File: config.mk
export PLATFORM = sky130hd
export DESIGN_NAME = uart_wake_rx
export DESIGN_NICKNAME = d
export VERILOG_FILES = /design/src/rtl/uwr_pkg.sv /design/src/rtl/uwr_datapath.sv /design/src/rtl/uwr_control.sv /design/src/rtl/uart_wake_rx.sv
export SDC_FILE = /design/constraint.sdc
export NUM_CORES = 1
export LEC_CHECK = 0
export ABC_AREA = 1
export BUFFER_PORTS_ARGS = -buffer_cell sky130_fd_sc_hd__buf_4
export CAP_MARGIN = 5
export CORE_MARGIN = 5
export CORE_UTILIZATION = 41
export CTS_CLUSTER_DIAMETER = 80
export DETAILED_ROUTE_END_ITERATION = 10
export PLACE_DENSITY = 0.56
export SLEW_MARGIN = 40
export SYNTH_ARGS = -nofsm -noshare
export SYNTH_HDL_FRONTEND = slang
export SYNTH_SLANG_ARGS = --single-unit
File: constraint.sdc
create_clock -name clk -period 3.3 [get_ports clk]
set_clock_uncertainty 0.15 [all_clocks]
set_input_delay 0.165 -clock clk [delete_from_list [all_inputs] [get_ports clk]]
set_output_delay 0.165 -clock clk [all_outputs]
set_load 0.05 [all_outputs]
File: src/rtl/uwr_pkg.sv
package uwr_pkg;
  localparam int UWR_MAX_BITS = 10;
  localparam int UWR_IDX_W = $clog2(UWR_MAX_BITS);

  typedef enum logic [1:0] {WAKE_NONE = 2'd0, WAKE_IDLE = 2'd1, WAKE_ADDR = 2'd2} uwrWake_t;

  typedef enum logic [2:0] {ST_HUNT, ST_READY, ST_START, ST_DATA, ST_STOP} uwrState_t;

  typedef struct packed {
    logic                 startRx;
    logic                 sampleRun;
    logic                 shiftEn;
    logic [UWR_IDX_W-1:0] bitIdx;
    logic                 armIdle;
  } uwrStrobe_t;
endpackage

File: src/rtl/uwr_datapath.sv
module uwr_datapath
  import uwr_pkg::*;
#(
  parameter int OSR         = 16,
  parameter int BRK_BITS    = 11,
  parameter int SYNC_STAGES = 2
) (
  input  logic                    clk,
  input  logic                    rstN,
  input  logic                    sampleTick,
  input  logic                    rxPin,
  input  logic                    invertRx,
  input  logic                    brk11En,
  input  logic [3:0]              wordBits,
  input  uwrStrobe_t              strobe,
  output logic                    lineNow,
  output logic                    decideNow,
  output logic                    majorBit,
  output logic                    noiseNow,
  output logic                    noiseAcc,
  output logic [UWR_MAX_BITS-1:0] shiftData,
  output logic                    breakPulse,
  output logic                    idlePulse,
  output logic                    edgePulse
);
  localparam int SUB_W     = $clog2(OSR);
  localparam int MID       = OSR / 2;
  localparam int BRK_TICKS = BRK_BITS * OSR;
  localparam int LOW_W     = $clog2(BRK_TICKS + 1);
  localparam int IDLE_MAX  = (UWR_MAX_BITS + 2) * OSR;
  localparam int IDLE_W    = $clog2(IDLE_MAX + 1);
  localparam logic [SUB_W-1:0] SUB_A = SUB_W'(MID - 1);
  localparam logic [SUB_W-1:0] SUB_B = SUB_W'(MID);
  localparam logic [SUB_W-1:0] SUB_C = SUB_W'(MID + 1);

  logic [SYNC_STAGES-1:0] syncQ;
  logic                   lineQ;
  logic [SUB_W-1:0]       subCnt;
  logic                   sampA, sampB;
  logic [LOW_W-1:0]       lowCnt;
  logic [IDLE_W-1:0]      highCnt;
  logic [IDLE_W-1:0]      charTicks;
  logic                   idleArmed;

  // input synchronizer, one flop per stage
  for (genvar g = 0; g < SYNC_STAGES; g++) begin : g_sync
    if (g == 0) begin : g_first
      always_ff @(posedge clk or negedge rstN)
        if (!rstN) syncQ[0] <= 1'b1;
        else       syncQ[0] <= rxPin;
    end else begin : g_next
      always_ff @(posedge clk or negedge rstN)
        if (!rstN) syncQ[g] <= 1'b1;
        else       syncQ[g] <= syncQ[g-1];
    end
  end

  assign lineNow = syncQ[SYNC_STAGES-1] ^ invertRx;

  always_ff @(posedge clk or negedge rstN) begin
    if (!rstN) begin
      lineQ     <= 1'b1;
      edgePulse <= 1'b0;
    end else begin
      lineQ     <= lineNow;
      edgePulse <= lineQ & ~lineNow;
    end
  end

  // sub-bit counter and centre samples
  always_ff @(posedge clk or negedge rstN) begin
    if (!rstN) begin
      subCnt <= '0;
      sampA  <= 1'b1;
      sampB  <= 1'b1;
    end else if (sampleTick) begin
      if (strobe.startRx) begin
        subCnt <= SUB_W'(1);
      end else if (strobe.sampleRun) begin
        subCnt <= subCnt + SUB_W'(1);
        if (subCnt == SUB_A) sampA <= lineNow;
        if (subCnt == SUB_B) sampB <= lineNow;
      end
    end
  end

  assign decideNow = sampleTick && strobe.sampleRun && (subCnt == SUB_C);
  assign majorBit  = (sampA & sampB) | (sampA & lineNow) | (sampB & lineNow);
  assign noiseNow  = !((sampA == sampB) && (sampB == lineNow));

  always_ff @(posedge clk or negedge rstN) begin
    if (!rstN) begin
      noiseAcc  <= 1'b0;
      shiftData <= '0;
    end else if (sampleTick && strobe.startRx) begin
      noiseAcc  <= 1'b0;
      shiftData <= '0;
    end else if (decideNow) begin
      if (noiseNow) noiseAcc <= 1'b1;
      if (strobe.shiftEn) shiftData[strobe.bitIdx] <= majorBit;
    end
  end

  // break: run of low ticks
  always_ff @(posedge clk or negedge rstN) begin
    if (!rstN) begin
      lowCnt     <= '0;
      breakPulse <= 1'b0;
    end else begin
      breakPulse <= 1'b0;
      if (sampleTick) begin
        if (lineNow) begin
          lowCnt <= '0;
        end else if (lowCnt != LOW_W'(BRK_TICKS)) begin
          lowCnt <= lowCnt + LOW_W'(1);
          if (lowCnt == LOW_W'(BRK_TICKS - 1)) breakPulse <= brk11En;
        end
      end
    end
  end

  // idle: one character time of high after arming
  always_comb charTicks = IDLE_W'((int'(wordBits) + 2) * OSR);

  always_ff @(posedge clk or negedge rstN) begin
    if (!rstN) begin
      highCnt   <= '0;
      idleArmed <= 1'b0;
      idlePulse <= 1'b0;
    end else begin
      idlePulse <= 1'b0;
      if (strobe.armIdle) begin
        idleArmed <= 1'b1;
        highCnt   <= '0;
      end else if (sampleTick) begin
        if (!lineNow) begin
          highCnt <= '0;
        end else if (idleArmed) begin
          if (highCnt == charTicks - IDLE_W'(1)) begin
            idlePulse <= 1'b1;
            idleArmed <= 1'b0;
            highCnt   <= '0;
          end else begin
            highCnt <= highCnt + IDLE_W'(1);
          end
        end
      end
    end
  end

  assert_break_enabled_R6: assert property (@(posedge clk) disable iff (!rstN)
    breakPulse |-> $past(brk11En));

  assert_idle_single_R7: assert property (@(posedge clk) disable iff (!rstN)
    idlePulse |=> !idlePulse);
endmodule

File: src/rtl/uwr_control.sv
module uwr_control
  import uwr_pkg::*;
(
  input  logic                    clk,
  input  logic                    rstN,
  input  logic                    sampleTick,
  input  logic                    lineNow,
  input  logic                    decideNow,
  input  logic                    majorBit,
  input  logic                    noiseNow,
  input  logic                    noiseAcc,
  input  logic [UWR_MAX_BITS-1:0] shiftData,
  input  logic                    idlePulse,
  input  logic [1:0]              wordMode,
  input  logic                    parityEn,
  input  logic                    parityOdd,
  input  logic [1:0]              wakeMode,
  input  logic                    matchEn,
  input  logic [8:0]              matchAddr,
  input  logic                    standbyReq,
  input  logic                    readAck,
  output uwrStrobe_t              strobe,
  output logic [3:0]              wordBits,
  output logic [UWR_MAX_BITS-1:0] rxWord,
  output logic                    dataValid,
  output logic                    framingErr,
  output logic                    parityErr,
  output logic                    noiseErr,
  output logic                    overrunErr,
  output logic                    standby
);
  uwrState_t             state;
  logic [UWR_IDX_W-1:0]  bitIdx;
  logic                  wordFull;
  logic [3:0]            dataBits;
  logic [UWR_MAX_BITS:0] maskWide;
  logic [UWR_MAX_BITS-1:0] dataMask, dataWord;
  logic                  parityRx, parityExp, markBit, addrHit, isAddr;
  logic                  frameEnd, deliver, enterStandby;
  uwrWake_t              wake;

  assign wake         = uwrWake_t'(wakeMode);
  assign wordBits     = (wordMode[1]) ? 4'd10 : (4'd8 + {3'b0, wordMode[0]});
  assign dataBits     = wordBits - {3'b0, parityEn};
  assign maskWide     = (11'd1 << dataBits) - 11'd1;
  assign dataMask     = maskWide[UWR_MAX_BITS-1:0];
  assign dataWord     = shiftData & dataMask;
  assign parityRx     = shiftData[wordBits - 4'd1];
  assign parityExp    = (^dataWord) ^ parityOdd;
  assign markBit      = shiftData[dataBits - 4'd1];
  assign addrHit      = (((dataWord ^ {1'b0, matchAddr}) & (dataMask >> 1)) == '0);
  assign isAddr       = (wake == WAKE_ADDR) && markBit;
  assign frameEnd     = decideNow && (state == ST_STOP);
  assign enterStandby = standbyReq && (wake != WAKE_NONE);
  assign deliver      = frameEnd && (standby ? (isAddr && (!matchEn || addrHit))
                                             : !(isAddr && matchEn && !addrHit));

  always_comb begin
    strobe.startRx   = (state == ST_READY) && !lineNow;
    strobe.sampleRun = (state == ST_START) || (state == ST_DATA) || (state == ST_STOP);
    strobe.shiftEn   = (state == ST_DATA);
    strobe.bitIdx    = bitIdx;
    strobe.armIdle   = frameEnd || enterStandby;
  end

  // frame sequencing
  always_ff @(posedge clk or negedge rstN) begin
    if (!rstN) begin
      state  <= ST_HUNT;
      bitIdx <= '0;
    end else if (sampleTick) begin
      unique case (state)
        ST_HUNT:  if (lineNow) state <= ST_READY;
        ST_READY: if (!lineNow) state <= ST_START;
        ST_START: if (decideNow) begin
          state  <= majorBit ? ST_HUNT : ST_DATA;
          bitIdx <= '0;
        end
        ST_DATA: if (decideNow) begin
          if (bitIdx == UWR_IDX_W'(wordBits - 4'd1)) state <= ST_STOP;
          else bitIdx <= bitIdx + UWR_IDX_W'(1);
        end
        ST_STOP: if (decideNow) state <= ST_HUNT;
        default: state <= ST_HUNT;
      endcase
    end
  end

  // standby / wakeup
  always_ff @(posedge clk or negedge rstN) begin
    if (!rstN) begin
      standby <= 1'b0;
    end else if (wake == WAKE_NONE) begin
      standby <= 1'b0;
    end else if (standbyReq) begin
      standby <= 1'b1;
    end else if (frameEnd && standby && isAddr && (!matchEn || addrHit)) begin
      standby <= 1'b0;
    end else if (frameEnd && !standby && isAddr && matchEn && !addrHit) begin
      standby <= 1'b1;
    end else if (standby && (wake == WAKE_IDLE) && idlePulse) begin
      standby <= 1'b0;
    end
  end

  // output word and status strobes
  always_ff @(posedge clk or negedge rstN) begin
    if (!rstN) begin
      rxWord     <= '0;
      wordFull   <= 1'b0;
      dataValid  <= 1'b0;
      framingErr <= 1'b0;
      parityErr  <= 1'b0;
      noiseErr   <= 1'b0;
      overrunErr <= 1'b0;
    end else begin
      dataValid  <= 1'b0;
      framingErr <= 1'b0;
      parityErr  <= 1'b0;
      noiseErr   <= 1'b0;
      overrunErr <= 1'b0;
      if (deliver && wordFull) begin
        overrunErr <= 1'b1;
      end else if (deliver) begin
        rxWord     <= dataWord;
        wordFull   <= 1'b1;
        dataValid  <= 1'b1;
        framingErr <= !majorBit;
        parityErr  <= parityEn && (parityRx != parityExp);
        noiseErr   <= noiseAcc || noiseNow;
      end else if (readAck) begin
        wordFull <= 1'b0;
      end
    end
  end

  assert_valid_awake_R11: assert property (@(posedge clk) disable iff (!rstN)
    dataValid |-> !standby);

  assert_flags_need_valid_R13: assert property (@(posedge clk) disable iff (!rstN)
    (framingErr || parityErr || noiseErr) |-> dataValid);

  assert_overrun_keeps_word_R10: assert property (@(posedge clk) disable iff (!rstN)
    overrunErr |-> ($stable(rxWord) && !dataValid));

  assert_no_standby_off_R12: assert property (@(posedge clk) disable iff (!rstN)
    (wakeMode == 2'd0) |=> !standby);
endmodule

File: src/rtl/uart_wake_rx.sv
module uart_wake_rx
  import uwr_pkg::*;
#(
  parameter int OSR         = 16,
  parameter int BRK_BITS    = 11,
  parameter int SYNC_STAGES = 2
) (
  input  logic       clk,
  input  logic       rstN,
  input  logic       sampleTick,
  input  logic       rxPin,
  input  logic       invertRx,
  input  logic [1:0] wordMode,
  input  logic       parityEn,
  input  logic       parityOdd,
  input  logic       brk11En,
  input  logic [1:0] wakeMode,
  input  logic       matchEn,
  input  logic [8:0] matchAddr,
  input  logic       standbyReq,
  input  logic       readAck,
  output logic [9:0] rxWord,
  output logic       dataValid,
  output logic       framingErr,
  output logic       parityErr,
  output logic       noiseErr,
  output logic       overrunErr,
  output logic       breakDet,
  output logic       idleDet,
  output logic       edgeDet,
  output logic       standby
);
  uwrStrobe_t              strobe;
  logic                    lineNow, decideNow, majorBit, noiseNow, noiseAcc;
  logic [UWR_MAX_BITS-1:0] shiftData;
  logic [3:0]              wordBits;

  uwr_datapath #(.OSR(OSR), .BRK_BITS(BRK_BITS), .SYNC_STAGES(SYNC_STAGES)) i_datapath (
    .clk(clk), .rstN(rstN), .sampleTick(sampleTick), .rxPin(rxPin),
    .invertRx(invertRx), .brk11En(brk11En), .wordBits(wordBits), .strobe(strobe),
    .lineNow(lineNow), .decideNow(decideNow), .majorBit(majorBit),
    .noiseNow(noiseNow), .noiseAcc(noiseAcc), .shiftData(shiftData),
    .breakPulse(breakDet), .idlePulse(idleDet), .edgePulse(edgeDet)
  );

  uwr_control i_control (
    .clk(clk), .rstN(rstN), .sampleTick(sampleTick), .lineNow(lineNow),
    .decideNow(decideNow), .majorBit(majorBit), .noiseNow(noiseNow),
    .noiseAcc(noiseAcc), .shiftData(shiftData), .idlePulse(idleDet),
    .wordMode(wordMode), .parityEn(parityEn), .parityOdd(parityOdd),
    .wakeMode(wakeMode), .matchEn(matchEn), .matchAddr(matchAddr),
    .standbyReq(standbyReq), .readAck(readAck), .strobe(strobe),
    .wordBits(wordBits), .rxWord(rxWord), .dataValid(dataValid),
    .framingErr(framingErr), .parityErr(parityErr), .noiseErr(noiseErr),
    .overrunErr(overrunErr), .standby(standby)
  );
endmodule

==> summary.md <==
| Metric | Value |
|---|---|
| Post-synth top flop | dfrtp_1 |
| Crit path time final | slightly below 3 ns |
| Worst path max stage delay | 0.54 ns |
| Die Wd | between 100 and 150 um |
| Util after Layout | approximately half |
| Root Driver | clkbuf_8 |
| Synth warn | 0 |
| Nature of the critical path endpoint | flip-flop |
| Total internal power | between 1 and 1.5 mW |
| # H-tree levels | 3 |
| # Max-Cap Violations | 0 |
| Num ports | 43 |
| Starting Density | between 40% and 50% |
| Sequential-to-total area share from yosys stat | 41.2% |
| Area share of the largest cell type after synthesis | 37.8% |
| Nets@finish | 602 |
| Flops & latches, synth | 64 |
| Yosys cell types | 45 |
| Top cells by area, synth | dfrtp_1, nand2_1, inv_1 |
| Switch share | 38.5% |
| Syn_nets | 550 |
| Critical path data required time | between 3 and 4 ns |
| Fin. Hold Viols | 0 |
| Area Growth Syn to Fin | 17.0% |
| Die area | between 10000 and 15000 um^2 |
| Max clock buf depth | 2 |
| Max_slew headroom | between 50% and 60% |
| Total GRT Usage | approximately 17% |
| Highest clock rate | 336 MHz |
| Logic pwr share | 32.6% |
| Pwr Total | about 2.4 mW |
| WP buf/inv | 3 |
| Async SR Flop Fraction | 100% |
| Drt first-iter violations | between 90 and 100 |
| VDD IR-drop max | between 0.2 and 0.3 mV |
| Clock sinks | between 60 and 70 |
| Hold path cells | 3 |
| Post-DRT Antenna Nets | 0 |
| Hold Path Class | input port to flip-flop |
| Layout cells sized above 1 | between 10% and 20% |
| Via density | slightly below 5 |
| Slew Viols, Final | 0 |
| Routed len/inst | roughly 13 um |
| Mean Syn Cell Area | ~7.6 um^2 |
| Cell count after synthesis | approximately 500 |
| Most frequent cells in the layout | nand2_1, inv_1, dfrtp_1, nor2_1, buf_4 |
| Placed inst area | roughly 4300 um^2 |
| Dpl hpwl | 6890 um |
| P_sw | roughly 910 uW |
| Setup bufs post-CTS | 0 |
| First-pass GRT wire length | 15700 um |
| Post-route cell area | around 4600 um^2 |
| Worst path depth | 19 |
| Setup Viol. Count Final | 0 |
| Critical path peak fanout | 14 |
| Overflow after GRT | 0 |
| Core Area | around 9200 um^2 |
| Commonest non-fill, non-tap cell in the layout | nand2_1 |
| Crit path cell chain | dlygate4sd3_1, buf_4, ha_1, ha_1, ha_1, inv_1, nand2_2, nand2_2, nand3_2, o21ai_1, nor2_1, nor2_2, nand3_2, nand2_1, nand2_1, nand2_4, nand2_4, nand2_1, nand2_1 |
| DR pass1 iterations | 4 |
| Num CTS Buffers | 9 |
| Slowest CP cell | dlygate4sd3_1 |
| Part of the power in registers | between 40% and 50% |
| Leakage power | ~2.2 nW |
| Worst setup SP type | input port |
| RSZ-0062 raised after global routing | no |
| Clock power frac | 25.1% |
| Initial antenna violation count | 0 |
| Period utilization | 90.1% |
| Post-synth EDFFs | 0 |
| Worst skew pair latency | ~0.33 ns |
| Worst R2R Path Depth | 12 |
| Largest area contributor in the netlist | dfrtp_1 |
| Routability cong. | 0.848 |
| Pwr Density | 518 nW/um^2 |
| Delay-heaviest family, CP | simple AND/OR/NAND/NOR gates |
| Critical path's most frequent cell | nand2_1 |
| Site Rows | 35 |
| Number of global-route vias before repair | 3429 |
| Drc violations | 0 |
| Cell area after synthesis | 3900 um^2 |
| Largest net degree at the start of global routing | 65 |
| Final wirelength | about 9000 um |
| Crit path kind | input port to flip-flop |
| CP Data Arrival Time | ~3.1 ns |
| Clk pin slew, worst setup/hold paths | 0.07 ns |
| Result of the run | finished clean |
| Setup TNS Final | 0 ns |
| Die height | between 100 and 150 um |
| # diodes | 0 |
| Slew @ Worst Pin | a little under 0.6 ns |
| Fillers | ~960 |
| DR vias | about 3400 |
| CTS tree | yes |
| I/O Buffers | 42 |
==> routing by layer <==
layer	GRT usage (%)	vias up	share of wire (%)
met1	21.2	1590	46
met5	0	-	0
met2	28.2	63	47
met4	6.04	0	2.1
met3	3.12	16	4.8
li1	-	1774	-
==> worst min-delay path: stages <==
cell and delay, ns:
buf_4 0.14, nand3_1 0.10, a21oi_1 0.07
==> sequential cells by signal, indices dropped and copies added, names as in the netlist, 2 cells and up <==
name,count
i_control.bitIdx,4
i_control.rxWord,10
i_control.state,3
i_datapath.highCnt,8
i_datapath.lowCnt,8
i_datapath.shiftData,10
i_datapath.subCnt,4
i_datapath.syncQ,2
==> logic make-up (layout without fill, tap and decap cells) <==
kind of cell	after synthesis	count (layout)	share of synthesized area, %
AOI/OAI and AO/OA	75	75	10.7
xor gates and xnor gates	14	14	3.14
adders and majority gates	15	15	4.81
buffers and inverters	91	148	9.52
DFF	64	64	41.2
and+or+nand+nor	252	252	30.6
==> cells in the mapped netlist (2+ instances only) <==
cell type	instances
buf_6	3
xnor2_1	8
clkbuf_1	4
dfrtp_1	59
o21ai_0	29
a31oi_1	4
nor3_1	18
dfstp_2	5
buf_4	2
ha_1	15
nor3b_1	2
nand3_2	3
nand2_1	96
a21oi_1	27
nand3_1	39
nor2_2	7
nor4_1	9
nand3b_1	9
nand2_2	7
xor2_1	6
inv_2	6
nand4_1	6
or2_2	2
nor2_4	2
nor2_1	46
inv_1	76
o21ai_1	3
==> power by group through the flow <==
stage	registers [mW]	clock network, mW	logic, mW
6_report	0.998	0.594	0.771
5_1_grt	1.01	0.658	0.892
4_1_cts	0.998	0.621	0.776
3_5_place_dp	1.01	0	0.767
3_3_place_gp	1.01	0	0.746
2_1_floorplan	0.996	0	0.570
==> layout make-up <==
| class | count | area (um^2) | area share [%] |
|---|---|---|---|
| Clock buffer | 13 | 149 | 3.26 |
| Clock inverter | 3 | 17.5 | 0.384 |
| Inverter | 82 | 308 | 6.74 |
| Multi-Input combinational cell | 356 | 1930 | 42.2 |
| Sequential cell | 64 | 1610 | 35.2 |
| Tap cell | 129 | 161 | 3.54 |
| Timing Repair Buffer | 50 | 394 | 8.63 |
==> path summary, 6_finish.rpt <==
check	start	end	slack (ns)
min in group asynchronous	rstN	i_control.noiseErr	0.22
hold / removal	sampleTick	i_datapath.subCnt[2]	0.04
setup / recovery	parityEn	i_control.rxWord[1]	0.33
setup reg to reg	i_control.state[0]	i_datapath.highCnt[7]	0.94
hold reg to reg	i_datapath.syncQ[0]	i_datapath.syncQ[1]	0.21
max in group asynchronous	rstN	i_datapath.idleArmed	2.36
==> metrics by stage <==
step	hold WS, ns	std cells	setup slack [ns]
floorplan	-0.281	511	0.556
detailed placement	0.126	675	0.137
global route	0.0242	697	0.0190
CTS	0.0171	697	0.253
global placement	0.125	675	0.279
finish	0.0372	697	0.327
==> timing repair <==
item                                   4_1_cts  5_1_grt
endpoints found under the hold margin       63        0
gates resized for setup                      0        1
setup endpoints to repair                    0       10
hold buffers                                 6        0
Note: power is estimated with default switching activity, not from simulation.
